===== config.mk =====
export PLATFORM = sky130hd
export DESIGN_NAME = pgm_verify_seq
export DESIGN_NICKNAME = d
export VERILOG_FILES = /design/src/rtl/pv_pkg.sv /design/src/rtl/pv_level_map.sv /design/src/rtl/pv_inhibit_tracker.sv /design/src/rtl/pv_ctrl.sv /design/src/rtl/pgm_verify_seq.sv
export SDC_FILE = /design/constraint.sdc
export NUM_CORES = 1
export LEC_CHECK = 0
export ABC_AREA = 1
export BUFFER_PORTS_ARGS = -buffer_cell sky130_fd_sc_hd__buf_4
export CAP_MARGIN = 5
export CELL_PAD_IN_SITES_DETAIL_PLACEMENT = 0
export CELL_PAD_IN_SITES_GLOBAL_PLACEMENT = 2
export CORE_MARGIN = 4
export CORE_UTILIZATION = 31
export CTS_CLUSTER_DIAMETER = 100
export DETAILED_ROUTE_END_ITERATION = 8
export HOLD_SLACK_MARGIN = 0.1
export PLACE_DENSITY_LB_ADDON = 0.1
export RECOVER_POWER = 100
export SLEW_MARGIN = 20
export SYNTH_ARGS = -nofsm -noshare
export SYNTH_HDL_FRONTEND = slang
export SYNTH_SLANG_ARGS = --single-unit

===== constraint.sdc =====
create_clock -name clk -period 5.1 [get_ports clk]
set_input_delay 1.02 -clock clk [delete_from_list [all_inputs] [get_ports clk]]
set_output_delay 1.02 -clock clk [all_outputs]
set_load 0.01 [all_outputs]

===== src/rtl/pv_pkg.sv =====
package pv_pkg;

    localparam int MV_W    = 16;
    localparam int LVL_W   = 3;
    localparam int NUM_LVL = 8;

    typedef logic [MV_W-1:0]  mv_t;
    typedef logic [LVL_W-1:0] lvl_t;

    typedef enum logic [2:0] {
        ST_IDLE,
        ST_LOAD,
        ST_CHECK,
        ST_PULSE,
        ST_VERIFY,
        ST_DONE
    } seq_state_e;

    // phase outputs of the controller
    typedef struct packed {
        logic pulse;
        logic verify;
        lvl_t lvl;
        mv_t  gate;
    } phase_t;

    // Gray ordering of data words over rising threshold
    function automatic lvl_t data_to_level(input logic [2:0] d);
        lvl_t l;
        case (d)
            3'b111:  l = 3'd0;
            3'b011:  l = 3'd1;
            3'b001:  l = 3'd2;
            3'b101:  l = 3'd3;
            3'b100:  l = 3'd4;
            3'b000:  l = 3'd5;
            3'b010:  l = 3'd6;
            default: l = 3'd7;
        endcase
        return l;
    endfunction

    function automatic mv_t linear_mv(input int base, input int step, input int idx);
        return mv_t'(base + step * idx);
    endfunction

endpackage


===== src/rtl/pv_level_map.sv =====
module pv_level_map
    import pv_pkg::*;
#(
    parameter int N_CELLS = 16
) (
    input  logic [N_CELLS*3-1:0]      data_i,
    output logic [N_CELLS-1:0][2:0]   lvls_o,
    output logic [N_CELLS-1:0]        erased_o
);
    for (genvar i = 0; i < N_CELLS; i++) begin : g_cell
        assign lvls_o[i]   = data_to_level(data_i[i*3 +: 3]);
        assign erased_o[i] = (data_i[i*3 +: 3] == 3'b111);
    end
endmodule


===== src/rtl/pv_inhibit_tracker.sv =====
module pv_inhibit_tracker
    import pv_pkg::*;
#(
    parameter int N_CELLS = 16
) (
    input  logic                     clk,
    input  logic                     rst,
    input  logic                     load_i,
    input  logic [N_CELLS-1:0][2:0]  lvls_i,
    input  logic                     verify_i,
    input  lvl_t                     vlev_i,
    input  logic [N_CELLS-1:0]       sense_i,
    output logic [N_CELLS-1:0]       mask_o
);
    logic [N_CELLS-1:0] mask_q;

    for (genvar i = 0; i < N_CELLS; i++) begin : g_bit
        always_ff @(posedge clk) begin
            if (rst) begin
                mask_q[i] <= 1'b0;
            end else if (load_i) begin
                mask_q[i] <= (lvls_i[i] == 3'd0);
            end else if (verify_i && (lvls_i[i] == vlev_i) && !sense_i[i]) begin
                mask_q[i] <= 1'b1;
            end
        end
    end

    assign mask_o = mask_q;

    // an inhibited cell never loses its inhibit except on a reload
    assert_mask_sticky_R7: assert property (@(posedge clk) disable iff (rst)
        !load_i |=> ((mask_q & $past(mask_q)) == $past(mask_q)));

    // a mask bit only appears through load or a failing-to-conduct verify
    assert_mask_source_R7: assert property (@(posedge clk) disable iff (rst)
        (!load_i && !verify_i) |=> (mask_q == $past(mask_q)));
endmodule


===== src/rtl/pv_ctrl.sv =====
module pv_ctrl
    import pv_pkg::*;
#(
    parameter int PULSE_CYCLES = 100,
    parameter int START_MV     = 18000,
    parameter int STEP_MV      = 300,
    parameter int VFY_BASE_MV  = 0,
    parameter int VFY_STEP_MV  = 600,
    parameter int CNT_W        = 8
) (
    input  logic              clk,
    input  logic              rst,
    input  logic              start_i,
    input  logic [CNT_W-1:0]  max_pulses_i,
    input  logic              all_inh_i,
    output logic              accept_o,
    output logic              load_o,
    output logic              busy_o,
    output logic              done_o,
    output logic              pass_o,
    output phase_t            phase_o
);
    localparam int PC_W = (PULSE_CYCLES > 1) ? $clog2(PULSE_CYCLES) : 1;
    localparam logic [PC_W-1:0] PC_LAST = PC_W'(PULSE_CYCLES - 1);
    localparam lvl_t LVL_TOP = lvl_t'(NUM_LVL - 1);

    seq_state_e         state_q;
    logic [PC_W-1:0]    cyc_q;
    logic [CNT_W-1:0]   pcnt_q;
    lvl_t               vlev_q;
    logic               pass_q;

    assign accept_o = start_i && (state_q == ST_IDLE);
    assign load_o   = (state_q == ST_LOAD);
    assign busy_o   = (state_q != ST_IDLE);
    assign done_o   = (state_q == ST_DONE);
    assign pass_o   = pass_q;

    always_ff @(posedge clk) begin
        if (rst) begin
            state_q <= ST_IDLE;
            cyc_q   <= '0;
            pcnt_q  <= '0;
            vlev_q  <= '0;
            pass_q  <= 1'b0;
        end else begin
            case (state_q)
                ST_IDLE: begin
                    if (start_i) begin
                        state_q <= ST_LOAD;
                        pass_q  <= 1'b0;
                        pcnt_q  <= '0;
                    end
                end
                ST_LOAD: state_q <= ST_CHECK;
                ST_CHECK: begin
                    if (all_inh_i) begin
                        state_q <= ST_DONE;
                        pass_q  <= 1'b1;
                    end else if (pcnt_q >= max_pulses_i) begin
                        state_q <= ST_DONE;
                        pass_q  <= 1'b0;
                    end else begin
                        state_q <= ST_PULSE;
                        cyc_q   <= '0;
                    end
                end
                ST_PULSE: begin
                    if (cyc_q == PC_LAST) begin
                        state_q <= ST_VERIFY;
                        vlev_q  <= lvl_t'(1);
                        pcnt_q  <= pcnt_q + 1'b1;
                    end else begin
                        cyc_q <= cyc_q + 1'b1;
                    end
                end
                ST_VERIFY: begin
                    if (vlev_q == LVL_TOP) begin
                        state_q <= ST_CHECK;
                    end else begin
                        vlev_q <= vlev_q + 1'b1;
                    end
                end
                default: state_q <= ST_IDLE;
            endcase
        end
    end

    always_comb begin
        phase_o = '0;
        if (state_q == ST_PULSE) begin
            phase_o.pulse = 1'b1;
            phase_o.gate  = linear_mv(START_MV, STEP_MV, int'(pcnt_q));
        end else if (state_q == ST_VERIFY) begin
            phase_o.verify = 1'b1;
            phase_o.lvl    = vlev_q;
            phase_o.gate   = linear_mv(VFY_BASE_MV, VFY_STEP_MV, int'(vlev_q));
        end
    end

    // pulse and verify never overlap
    assert_phase_excl_R10: assert property (@(posedge clk) disable iff (rst)
        !(phase_o.pulse && phase_o.verify));

    // done only appears inside a busy window
    assert_done_busy_R1: assert property (@(posedge clk) disable iff (rst)
        done_o |-> busy_o);

    // the gate code holds still across one pulse
    assert_pulse_gate_stable_R5: assert property (@(posedge clk) disable iff (rst)
        (phase_o.pulse && $past(phase_o.pulse)) |-> $stable(phase_o.gate));

    // verify levels advance by one per cycle
    assert_verify_order_R6: assert property (@(posedge clk) disable iff (rst)
        (phase_o.verify && phase_o.lvl != LVL_TOP) |=> (phase_o.verify && phase_o.lvl == $past(phase_o.lvl) + 1'b1));

    // budget exhausted with work left ends in a fail
    assert_budget_fail_R9: assert property (@(posedge clk) disable iff (rst)
        (state_q == ST_CHECK && !all_inh_i && pcnt_q >= max_pulses_i) |=> (done_o && !pass_o));

    // a finished page never receives another pulse
    assert_no_pulse_after_pass_R8: assert property (@(posedge clk) disable iff (rst)
        (state_q == ST_CHECK && all_inh_i) |=> (done_o && pass_o && !phase_o.pulse));
endmodule


===== src/rtl/pgm_verify_seq.sv =====
module pgm_verify_seq
    import pv_pkg::*;
#(
    parameter int N_CELLS      = 16,
    parameter int PULSE_CYCLES = 10000,
    parameter int START_MV     = 18000,
    parameter int STEP_MV      = 300,
    parameter int INHIBIT_MV   = 8000,
    parameter int VFY_BASE_MV  = 0,
    parameter int VFY_STEP_MV  = 600,
    parameter int CNT_W        = 8
) (
    input  logic                   clk,
    input  logic                   rst,
    input  logic                   start,
    input  logic [CNT_W-1:0]       max_pulses,
    input  logic [N_CELLS*3-1:0]   wr_data,
    input  logic [N_CELLS-1:0]     sense,
    output logic                   busy,
    output logic                   done,
    output logic                   pass,
    output logic                   pulse_en,
    output logic [MV_W-1:0]        gate_mv,
    output logic [MV_W-1:0]        bias_mv,
    output logic [N_CELLS-1:0]     inhibit,
    output logic                   verify_en,
    output logic [LVL_W-1:0]       verify_lvl
);
    localparam int DATA_W = N_CELLS * 3;

    logic [DATA_W-1:0]          data_q;
    logic [N_CELLS-1:0][2:0]    lvls;
    logic [N_CELLS-1:0]         erased;
    logic [N_CELLS-1:0]         mask;
    logic                       accept;
    logic                       load;
    phase_t                     phase;

    always_ff @(posedge clk) begin
        if (rst) begin
            data_q <= '0;
        end else if (accept) begin
            data_q <= wr_data;
        end
    end

    pv_level_map #(.N_CELLS(N_CELLS)) map_i (
        .data_i   (data_q),
        .lvls_o   (lvls),
        .erased_o (erased)
    );

    pv_ctrl #(
        .PULSE_CYCLES (PULSE_CYCLES),
        .START_MV     (START_MV),
        .STEP_MV      (STEP_MV),
        .VFY_BASE_MV  (VFY_BASE_MV),
        .VFY_STEP_MV  (VFY_STEP_MV),
        .CNT_W        (CNT_W)
    ) ctrl_i (
        .clk          (clk),
        .rst          (rst),
        .start_i      (start),
        .max_pulses_i (max_pulses),
        .all_inh_i    (&mask),
        .accept_o     (accept),
        .load_o       (load),
        .busy_o       (busy),
        .done_o       (done),
        .pass_o       (pass),
        .phase_o      (phase)
    );

    pv_inhibit_tracker #(.N_CELLS(N_CELLS)) trk_i (
        .clk      (clk),
        .rst      (rst),
        .load_i   (load),
        .lvls_i   (lvls),
        .verify_i (phase.verify),
        .vlev_i   (phase.lvl),
        .sense_i  (sense),
        .mask_o   (mask)
    );

    assign pulse_en   = phase.pulse;
    assign verify_en  = phase.verify;
    assign verify_lvl = phase.lvl;
    assign gate_mv    = phase.gate;
    assign bias_mv    = phase.pulse ? mv_t'(INHIBIT_MV) : '0;
    assign inhibit    = mask;

    // erased cells are shielded during every pulse
    assert_erased_inhibited_R3: assert property (@(posedge clk) disable iff (rst)
        pulse_en |-> ((inhibit & erased) == erased));

    // a passing run ends with the whole page inhibited
    assert_pass_all_inhibited_R8: assert property (@(posedge clk) disable iff (rst)
        (done && pass) |-> (&inhibit));

    // idle means no gate activity
    assert_idle_quiet_R10: assert property (@(posedge clk) disable iff (rst)
        !busy |-> (!pulse_en && !verify_en && gate_mv == '0));
endmodule


-- Word-level counts from Yosys, hierarchy flattened
Cells that the tools add are included.
- reductions and logical operators: 109
- order comparisons: 1
- $mul: 2
- equal/unequal tests: 127
- add/sub/neg operators: 4
- mux-type cells: 73
- operators by type and width (kind ; count):
    3-bit one-hot mux with 7 select lines ; 16
    3-bit equality test (second input constant) ; 51
    3-bit by 2-bit equality test with 1-bit output (second input constant) ; 34
    3-bit zero test ; 33
    3-bit by 1-bit equality test with 1-bit output (second input constant) ; 17
    3-bit equality test ; 16
    14-bit two-way mux ; 3
    2-bit nonzero test ; 20
    1-bit two-way mux ; 36
    1-bit logical AND ; 33
    14-bit one-hot mux with 2 select lines ; 1
    3-bit two-way mux ; 7
    20-bit two-way mux ; 1
    16-bit adder (first input constant) ; 1
    1-bit zero test ; 16
    16-bit two-way mux ; 1
    8-bit two-way mux ; 2
    8-bit one-hot mux with 2 select lines ; 1
    16-bit AND reduction ; 1
    3-bit one-hot mux with 5 select lines ; 1
    14-bit by 1-bit adder with 14-bit output (second input constant) ; 1
    14-bit equality test (second input constant) ; 1
    7-bit by 8-bit multiplier with 14-bit output (first input constant) ; 1
    13-bit two-way mux ; 1
    other kinds (13) ; 21
- bits in registers: 93
- word-level logic and storage cells: 338
- input port bits: 75

-- Longest topological paths before layout
- word-level depth: 8
- depth in mapped cells: 19
- mapped depth without buffers: 19

-- Cells and area by module
From an unflattened synthesis, not the netlist that was laid out.
- cell total of the unflattened synthesis: 1470
- area total of the unflattened synthesis: 8926.1 µm²
- modules (own cells, without submodules) (module ; instances ; cells each ; sequential area each (µm²) ; area an instance (µm²)):
    pv_ctrl ; 1 ; 552 ; 580.6 ; 3554.7
    pgm_verify_seq ; 1 ; 240 ; 960.9 ; 1900.6
    pv_level_map ; 1 ; 324 ; 0.0 ; 1749.2
    pv_inhibit_tracker ; 1 ; 354 ; 320.3 ; 1721.7

-- Least setup slack after synthesis
No wires, ideal clock.
- path type: register to output
- start: register ctrl_i.pcnt_q[4]
- end: output gate_mv[15]
- cell stages (with the launch flop): 19
- slack: 0.588 ns
- data arrival time: 3.492 ns
- buffers on the path: 0
- cell sequence: dfxtp_1 > ha_1 > ha_1 > inv_1 > fa_1 > fa_1 > inv_1 > ha_1 > nand2_1 > inv_1 > a21oi_1 > nand2_1 > nand2_1 > nand2_1 > nor2_1 > nand3_1 > nand3_1 > nand2_1 > nor2_1
- longest elaborated chain between the ends: 3
- RTL lines (item ; RTL line ; text):
    start, declared ; pv_ctrl.sv:29 ; logic [CNT_W-1:0] pcnt_q;
    start signal, assigned ; pv_ctrl.sv:72 ; pcnt_q <= pcnt_q + 1'b1;
    7-bit by 8-bit multiplier with 14-bit output ; pv_pkg.sv:44 ; return mv_t'(base + step * idx);
    16-bit adder ; pv_pkg.sv:44 ;
    16-bit two-way mux ; pv_ctrl.sv:91 ; if (state_q == ST_PULSE) begin
    end, declared ; pgm_verify_seq.sv:23 ; output logic [MV_W-1:0] gate_mv,
No other way between the ends.

-- Worst setup path in the final report
- start: register ctrl_i.pcnt_q[4]
- end: output gate_mv[12]
Same word-level chain as after synthesis.

==> results.json <==
{
  "outcome": "complete, but fails checks",
  "violations": "capacitance limit, slew limit",
  "initial_core_util_pct": 31.6,
  "numPlacedInstances": 1427,
  "finalNetCount": 1290,
  "p_sw_share_pct": 34.7,
  "startpoint_type": "register",
  "yosys.area_share.adder_pct": 11.7,
  "pwr-share-comb_pct": 26.9,
  "vias": 6734,
  "core-area_um2": 22600,
  "max_cap_violations": 1,
  "grt_max_degree": 70,
  "worstHoldPathType": "register to register",
  "synth.distinct_cells": 43,
  "fp.dieH_um": 160,
  "clockBufferDepth": 2,
  "fmax_mhz": 209,
  "clock_sinks": 93,
  "cp_data_required_time_ns": 4.08,
  "cp_top_family": "adder cells",
  "layout-drive-gt1-share_pct": 12.3,
  "pwr-share-seq_pct": 41.2,
  "hold_violations": 0,
  "die_x_um": 160,
  "numCtsBuffers": 9,
  "avgSynthCellArea_um2": 6.78,
  "tightest_slew_ns": 2.29,
  "period_needed_ns": 4.79,
  "max-slew-margin-rel_pct": -53.7,
  "setup_ws_ns": 0.306,
  "synth_seq_cells": 93,
  "cts_setup_buffers": 0,
  "path_buf_inv": 3,
  "cp_common_cell": "nand2_1",
  "synthXorXnorAreaFrac_pct": 7.85,
  "io_pins": 131,
  "ctsHtreeMaxLevel": 3,
  "drc": 0,
  "critical_path_class": "register to output port",
  "power.internal_w": 0.00135,
  "switchingPower_w": 0.000716,
  "drt-initial-drc-count": 288,
  "clock_latency_ns": 0.35,
  "maxSlewViolCount": 70,
  "rows": 55,
  "synth_top_family_by_area": "simple AND/OR/NAND/NOR gates",
  "slowest_stage": "fa_1",
  "total_leakage_power_nw": 3.84,
  "fin_crit_sh_pct": 94.0,
  "io_buffers": 118,
  "synth.area.top_cells": "dfxtp_1 (26%), nand2_1 (12%), ha_1 (9.5%), inv_1 (7.5%), xor2_1 (7.2%)",
  "ant_nets": 0,
  "crit_path_max_fanout": 5,
  "pre_cts_slack_ns": 0.458,
  "synthMuxAreaShare_pct": 0,
  "track_usage_pct": 16.1,
  "clkPwrFrac_pct": 32.0,
  "grt_pass1_wl_um": 33700,
  "synth_compound_area_share_pct": 16.7,
  "tritoncts": "yes",
  "yosys_warnings": 0,
  "crit_chain": "ha_1 > ha_1 > inv_1 > fa_1 > fa_1 > inv_1 > ha_4 > nand2_1 > nor2_1 > nand2_1 > nand3_1 > nand2_1 > nand2_1 > nand3_1 > a21oi_1 > nand2_1 > nand2_1 > buf_4",
  "cts_root_buf": "clkbuf_16",
  "drt_pre_antenna_iters": 5,
  "yosysSeqAreaShare_pct": 26.1,
  "yosysTopAreaCell": "dfxtp_1",
  "grt_remaining_overflow": 0,
  "area_delta_synth_final_pct": 16.6,
  "fin_setup_tns_ns": 0,
  "rsz0062_at_grt": "no",
  "netlist.area_leader.share_pct": 26.1,
  "synthFlopType": "dfxtp_1",
  "viasPerCell": 4.67,
  "endpoint_kind": "output port",
  "post_drt_wl_per_cell_um": 14.3,
  "dpl.hpwl_um": 15500,
  "setup_viol": 0,
  "clk_transition_reported_paths_ns": 0.07,
  "die_area_um2": 25500,
  "async_flop_share_pct": 0,
  "worst_clock_skew_ns": 0.0115,
  "synth-simple-area-share_pct": 25.6,
  "post-route-util_pct": 36.8,
  "gp_congestion": 0.757,
  "diodes": 0,
  "synth_area_um2": 7140,
  "wl_um": 20700,
  "slowest_delay_ns": 0.52,
  "ir_worst_vdd_mv": 0.148,
  "cp.arrival_ns": 3.77,
  "fin_cells": 1443,
  "synthCells": 1054,
  "grt_pass1_vias": 6473,
  "synth_enable_flop_cells": 0,
  "grt_antenna_before_repair": 0,
  "power_density_nw_per_um2": 248
}
-- power by group through the flow --
stage / Combinational [W] / Sequential (W) / Clock [W]
6_report: 0.000554 / 0.000849 / 0.000660
5_1_grt: 0.000641 / 0.000860 / 0.000714
4_1_cts: 0.000588 / 0.000850 / 0.000685
3_5_place_dp: 0.000586 / 0.000867 / 0
3_3_place_gp: 0.000585 / 0.000867 / 0
2_1_floorplan: 0.000428 / 0.000859 / 0
-- sequential cells by signal (all words and copies together) (netlist names) --
| name | flops |
|---|---|
| ctrl_i.state_q | 3 |
| ctrl_i.pcnt_q | 8 |
| ctrl_i.vlev_q | 3 |
| trk_i.mask_o | 16 |
| data_q | 48 |
| ctrl_i.pass_o | 1 |
| ctrl_i.cyc_q | 14 |
-- cells in the final DEF (no fill, tap or decap), types with 11 or more instances in the layout --
master and n:
a21oi_1 109, buf_4 89, clkbuf_1 37, conb_1 12, dfxtp_1 93, ha_1 53, inv_1 143, nand2_1 238
nand2_2 11, nand3_1 47, nand4_1 15, nor2_1 57, nor3_1 24, o21ai_0 88, xor2_1 59
-- area by class of cell --
cell class	instances	area, µm²
sequential	93	1860
timing repair buffer	127	815
multi-input combinational	774	4450
clock inverter	6	46.3
fill	2576	14300
clock buffer	10	239
inverter	148	558
tap	285	357
-- cells in the mapped netlist, types with 2 or more instances --
library cell,instances
xnor2_1,5
dfxtp_1,93
nand3_1,49
a21oi_1,102
buf_2,9
o21ai_1,3
inv_1,142
buf_4,18
inv_2,5
nor3_1,24
nand2_2,11
nand4_1,15
fa_1,8
ha_1,54
nor2_1,59
clkbuf_1,19
buf_6,2
nand2_4,4
nand3b_1,3
nor4_1,2
o21bai_1,2
xor2_1,59
nor3_2,2
a21oi_2,9
or2_2,5
a31oi_1,2
o21ai_0,89
nand2_1,235
a211oi_1,10
-- path summary, 6_finish.rpt --
| kind | startpoint | end | slack [ns] | cells after the start |
|---|---|---|---|---|
| worst max-delay path | ctrl_i.pcnt_q[4]$_SDFFE_PP0P_ | gate_mv[12] | 0.31 | 18 |
| worst min-delay path | data_q[17]$_SDFFE_PP0P_ | data_q[17]$_SDFFE_PP0P_ | 0.47 | 2 |
| worst max register to register | ctrl_i.state_q[1]$_SDFFE_PP0P_ | trk_i.mask_o[4]$_SDFFE_PP0P_ | 1.48 | 9 |
| worst min register to register | data_q[17]$_SDFFE_PP0P_ | data_q[17]$_SDFFE_PP0P_ | 0.47 | 2 |
-- worst reg2reg max path, stage by stage (launching register included) --
cell and delay [ns]:
dfxtp_1 0.40, nor2_2 0.05, nand2_1 0.68, clkinvlp_2 1.06
nand2_4 0.51, inv_2 0.26, xor2_1 0.22, o21ai_0 0.16
nand2_1 0.09, a21oi_1 0.11
-- layer usage --
| metal | vias to the layer above | share of wire [%] | global-route usage, % | wire (µm) |
|---|---|---|---|---|
| li1 | 3586 | - | - | - |
| met1 | 3022 | 48 | 21.4 | 9910 |
| met2 | 111 | 47 | 27.1 | 9640 |
| met3 | 15 | 4.5 | 3.35 | 930 |
| met4 | 0 | 0.94 | 3.17 | 194 |
| met5 | - | 0 | 0 | 0 |
-- what timing repair did --
item                                    in CTS  in global routing
hold buffers                                 0                  0
gates resized for setup                      0                  9
endpoints found under the setup margin       0                  5
-- logic make-up (layout without fill, tap and decap cells) --
logic type	after synthesis	in the layout
compound gates	222	222
xor+xnor	64	64
fa+ha+maj	62	62
buf+inv	198	291
flops	93	93
other cells	1	12
simple gates	414	414
-- stage by stage --
step / area, µm² / hold slack, ns / power [W]
6_report: 8330 / 0.474 / 0.00206
5_1_grt: 8330 / 0.500 / 0.00221
4_1_cts: 8490 / 0.472 / 0.00212
3_5_place_dp: 8200 / 0.462 / 0.00145
3_3_place_gp: 8200 / 0.461 / 0.00145
2_1_floorplan: 7180 / 0.444 / 0.00129
Note: power is estimated with default switching activity, not from simulation.
